### src/rtl/branch_flush_ctrl.sv
module branch_flush_ctrl #(
  parameter int PC_W = 32,
  parameter logic [PC_W-1:0] RESET_VEC = 32'h0000_1000,
  parameter int INSTR_BYTES = 4,
  parameter int RESOLVE_STG = 2
) (
  input  logic            clk,
  input  logic            rst_n,
  input  logic            advance,
  input  logic            br_valid,
  input  logic            br_taken,
  input  logic [PC_W-1:0] br_target,
  output logic [PC_W-1:0] fetch_pc,
  output logic [4:0]      stage_valid,
  output logic [PC_W-1:0] wb_pc,
  output logic            wb_we
);
  localparam int NSTG = 5;
  localparam int WB = NSTG - 1;
  localparam logic [NSTG-1:0] SQ_MASK = NSTG'((1 << (RESOLVE_STG + 1)) - 2);
  localparam logic [PC_W-1:0] STEP = PC_W'(INSTR_BYTES);

  logic [NSTG-1:0] sval;
  logic [PC_W-1:0] spc [NSTG];
  logic take;

  assign take        = advance & br_valid & br_taken & sval[RESOLVE_STG];
  assign fetch_pc    = spc[0];
  assign stage_valid = sval;
  assign wb_pc       = spc[WB];
  assign wb_we       = advance & sval[WB];

  always_ff @(posedge clk) begin
    if (!rst_n) begin
      sval <= '0;
      for (int s = 0; s < NSTG; s++) spc[s] <= (s == 0) ? RESET_VEC : '0;
    end else if (advance) begin
      sval[0] <= 1'b1;
      if (take)         spc[0] <= br_target;
      else if (sval[0]) spc[0] <= spc[0] + STEP;
      for (int s = 1; s < NSTG; s++) begin
        sval[s] <= sval[s-1] & ~(take && s <= RESOLVE_STG);
        spc[s]  <= spc[s-1];
      end
    end
  end

  a_r1_reset: assert property (@(posedge clk) !rst_n |=> stage_valid == '0 && fetch_pc == RESET_VEC);
  a_r2_seq: assert property (@(posedge clk) disable iff (!rst_n)
    advance && !take && stage_valid[0] |=> fetch_pc == $past(fetch_pc) + STEP);
  a_r3_hold: assert property (@(posedge clk) disable iff (!rst_n)
    !advance |=> $stable(stage_valid) && $stable(fetch_pc) && $stable(wb_pc));
  a_r4_redirect: assert property (@(posedge clk) disable iff (!rst_n)
    take |=> fetch_pc == $past(br_target) && stage_valid[0]);
  a_r5_squash: assert property (@(posedge clk) disable iff (!rst_n)
    take |=> (stage_valid & SQ_MASK) == '0 && stage_valid[RESOLVE_STG+1]);
  a_r6_ignore: assert property (@(posedge clk) disable iff (!rst_n)
    advance && !stage_valid[RESOLVE_STG] && stage_valid[0] |=> fetch_pc == $past(fetch_pc) + STEP);
  a_r8_we: assert property (@(posedge clk) disable iff (!rst_n) wb_we |-> stage_valid[WB]);

  for (genvar g = RESOLVE_STG + 1; g < NSTG; g++) begin : g_shift
    a_r7_shift: assert property (@(posedge clk) disable iff (!rst_n)
      advance |=> stage_valid[g] == $past(stage_valid[g-1]));
  end
endmodule

### config.mk
export PLATFORM = sky130hd
export DESIGN_NAME = branch_flush_ctrl
export DESIGN_NICKNAME = d
export VERILOG_FILES = /design/src/rtl/branch_flush_ctrl.sv
export SDC_FILE = /design/constraint.sdc
export NUM_CORES = 1
export LEC_CHECK = 0
export BUFFER_PORTS_ARGS = -buffer_cell sky130_fd_sc_hd__buf_2
export CORE_ASPECT_RATIO = 1.75
export CORE_MARGIN = 2
export CORE_UTILIZATION = 50
export CTS_CLUSTER_SIZE = 28
export DETAILED_ROUTE_END_ITERATION = 16
export GPL_ROUTABILITY_DRIVEN = 0
export PLACE_DENSITY = 0.81
export SLEW_MARGIN = 20
export SYNTH_ARGS = -nofsm -noshare
export SYNTH_HDL_FRONTEND = slang
export SYNTH_SLANG_ARGS = --single-unit
### constraint.sdc
create_clock -name clk -period 4.4 [get_ports clk]
set_input_delay 0.66 -clock clk [delete_from_list [all_inputs] [get_ports clk]]
set_output_delay 0.66 -clock clk [all_outputs]
set_load 0.03 [all_outputs]
; ---- Word level (Yosys, flattened, before mapping)
; Memory sizes are Yosys's and may differ from the RTL's.
; Cells that the tools add are included.
[classes]
add_sub_neg = 1
muxes = 19
bitwise_logic = 13
[op_table]
columns = operator, n
row1 = two-way mux 32 bit, 6
row2 = adder 32 x 3 -> 32 bit (second input constant), 1
row3 = two-way mux 1 bit, 13
row4 = bitwise AND 1 bit, 6
row5 = OR 1 bit, 6
row6 = inverter 1 bit, 1
[word_totals]
n_memories = 1
out_inout_bits = 70
regBits = 5
elab_cells = 35
ram_bits = 160
[memory_table]
columns = memory, depth, width, read_ports, rd_ports_with_merged_regs, wr, line_no
row1 = spc, 5, 32, 5, 0, 5, 24  ; logic [PC_W-1:0] spc [NSTG];

; ---- Logic depth before layout (Yosys ltp)
[depth]
word_depth = 9
ltp_mapped = 7

; ---- Worst setup path before layout
; OpenSTA, ideal clock, no wires.
[synth_timing]
path_kind = input port to flip-flop
startpoint = input port advance
endpoint = memory spc[1][0], enable pin
stages = 4
n_path_buf = 2
required_time_ps = 3908
path_slack_ps = -43
t_arrival_ps = 3950
cell_sequence = buf_2 > clkbuf_1 > inv_1 > nand2_1
[synth_lines]
columns = item, line_no
row1 = "start, declared", 9  ; input logic advance,
row2 = "end, declared", 24

; ---- Worst setup path in the final report
[layout_timing]
startpoint = input port advance
endpoint = output port wb_we
[layout_via]
elab_chain_len = 1
[layout_rtl]
columns = item, line_no
row1 = bitwise AND 1 bit, 31  ; assign wb_we = advance & sval[WB];
row2 = "end, declared", 16  ; output logic wb_we
; Every way passes these cells.

==> key figures <==
STA
  • Final period util: 0.584
  • Fin crit period: 2.57 ns
  • Relative slew slack: 0.355
  • Fin. max-slew vios: 0
  • Peak Freq: 389 MHz
  • Setup slack after layout: 1.83 ns
  • Final setup violation count: 0
  • Final Skew: between 0.007 and 0.008 ns
  • Worst Tran Pin Value: 0.967 ns
  • RSZ-0062 raised after global routing: false
  • Final hold vios: 0
  • Final setup TNS: 0 ns

Layout
  • Synth-to-layout area growth: 17.6%
  • Commonest non-fill, non-tap cell in the layout: edfxtp_1
  • Most frequent cells in the layout: edfxtp_1, and3_1, buf_2
  • Nets@finish: roughly 630
  • Design area: roughly 8000 sq um
  • Layout cells sized above 1: 0.247
  • # diodes: 0

CTS
  • Clock sink count: 165
  • Clock Root Buffer: clkbuf_16
  • H-tree depth: 4
  • Longest Clk Path Bufs: 2
  • CTS tree: yes
  • Worst-path clk slew: 0.06 ns
  • Hold_buf cts: 0
  • CTS buffer count: 17
  • Post-CTS setup buffer count: 0
  • Clk_lat worst skew: 0.42 ns
  • Post-cts sizing count: 0

Routing
  • Drt pass-1 iters: 5
  • Detailed route wirelength on metal2: 6490 um
  • Top layer in use: met4
  • Antenna Violating Nets Remaining: 0
  • Iter 0 DRT Violations: 327
  • Routed WL per cell: 16.0 um
  • Met3 routed WL: 691 um
  • Vias: 4321
  • Wire length on met1: 4910 um
  • Via/cell ratio: 5.53
  • Final wirelength: around 12000 um
  • DRC viols: 0

Min path
  • HP Class: register to register

Pwr
  • Leak: ~3.6 nW
  • Overall Power: 0.00360 W
  • Maximum VDD drop: just over 0.3 mV
  • Power Dens Cells: 443 nW/um^2

Placement
  • Area after DPL: approximately 7500 sq um
  • Setup Slack @ Placement: roughly 1.5 ns
  • HPWL Detailed: 7790 um
  • Port Buffer Count: approximately 110

Setup path
  • CP Max Fanout: approximately 130
  • Required @ worst endpoint: 3.74 ns
  • Reg2reg end: spc[0][27]
  • Worst Setup Start Kind: input port
  • R2R Setup Slk: between 2 and 2.5 ns
  • Reg2Reg Depth: 5
  • CP Capture Point: wb_we
  • Crit end category: output pin
  • Critical path class: input port to output pin
  • WP data arrival: roughly 1.9 ns
  • R2R Path Start: spc[0][4]
  • Worst setup startpoint: advance

Synth
  • Top post-synthesis cells by area: edfxtp_1, and3_1, nand3_1
  • Cell accounting for the most synthesized area: edfxtp_1
  • Post-Syn Instances: 507
  • Yosys cell types: 30
  • Post-Syn Area: 6910 sq um
  • Sequential cell area fraction in the yosys report: 0.710
  • YS warnings: 0
  • Syn_nets: 545
  • Post-synth top area share: 0.696
  • Seq cells post-synth: between 150 and 200
  • Syn Area/Cell: 13.6 sq um

GRT
  • All-Layer GR Usage: 0.173
  • Total gr overflow: 0
  • First-pass GRT wire length: 19600 um
  • Vias in the first global route: 4007
  • Largest net degree at the start of global routing: about 140
  • Antenna violations before repair: 0

Floorplanning
  • Core Rows: 56
  • Ports: 107
  • Die height: 159 um
  • Initial core utilization: 0.513
  • Die Width: 92.9 um
  • Core ar.: 13500 sq um
  • Full die area: 14800 sq um

Outcome
  • Status: completed

Run
  • Number of max-cap violations: 0
[Yosys cell counts]
cell type / count
inv_1: 3
nor3_1: 4
a31oi_1: 1
buf_6: 1
nor2_1: 8
nand3_1: 42
o21ai_0: 22
o21a_1: 1
nor2b_1: 3
nor3b_1: 2
o21ai_2: 2
mux2i_1: 2
and4_1: 2
and3_1: 132
and2_1: 5
o21ai_1: 8
buf_2: 2
ha_1: 1
clkbuf_1: 40
nand2_1: 14
a21boi_0: 1
edfxtp_1: 160
xor2_1: 24
buf_1: 1
dfxtp_1: 5
a21oi_1: 2
xnor2_1: 3
nor4_4: 1
nand4_2: 2
nand4_1: 13
[where the power goes]
part           switching [W]  leakage [nW]  internal (W)
logic               0.000204          1.56     0.0000838
clock network       0.000622         0.275      0.000796
registers          0.0000566          1.79       0.00183
total               0.000882          3.63       0.00271
[layer usage]
| metal | GRT usage | vias to the layer above |
|---|---|---|
| li1 | - | 2092 |
| met1 | 0.197 | 2042 |
| met2 | 0.294 | 157 |
| met3 | 0.0530 | 30 |
| met4 | 0.0775 | 0 |
| met5 | 0 | - |
[metrics by stage]
stage / hold WS [ns] / instances / util
floorplan: 0.535 / 507 / -
CTS: 0.512 / 781 / 0.603
finish: 0.518 / 781 / 0.604
global placement: 0.488 / 749 / 0.561
global route: 0.526 / 781 / 0.604
detailed placement: 0.496 / 749 / 0.561
[registers in the layout (all words and copies together) (netlist names)]
register and flops:
spc 160, stage_valid 5
[kinds of logic after synthesis]
group | count (synthesis) | synth area share
adder cells (fa/ha/maj) | 1 | 0.00181
XOR/XNOR | 27 | 0.0342
multiplexers | 2 | 0.00290
AO/OA/AOI/OAI | 37 | 0.0288
AND/OR/NAND/NOR | 228 | 0.195
buffers and inverters | 47 | 0.0270
flip-flops | 165 | 0.710
[worst max-delay path, stage by stage]
cell    delay [ns]
buf_2         0.12
buf_4         0.71
and2_1        0.22
buf_2         0.19
[cell type report]
cell class | count | area (sq um)
tap | 174 | 218
clock buffer | 18 | 429
fill | 1089 | 5330
sequential | 165 | 4900
multi-input combinational | 295 | 1840
clock inverter | 14 | 144
inverter | 3 | 11.3
timing repair buffer | 112 | 578
[worst min path at each step]
stage / from / to / slack (ns) / cells after the start
2_1_floorplan: spc[1][0] / spc[2][0] / 0.53 / 1
4_1_cts: stage_valid[1] / stage_valid[1] / 0.51 / 2
5_1_grt: stage_valid[1] / stage_valid[1] / 0.53 / 2
6_report: stage_valid[1] / stage_valid[1] / 0.52 / 2
3_5_place_dp: stage_valid[1] / stage_valid[1] / 0.50 / 2
3_3_place_gp: stage_valid[1] / stage_valid[1] / 0.49 / 2
Note: power is estimated with default switching activity, not from simulation.
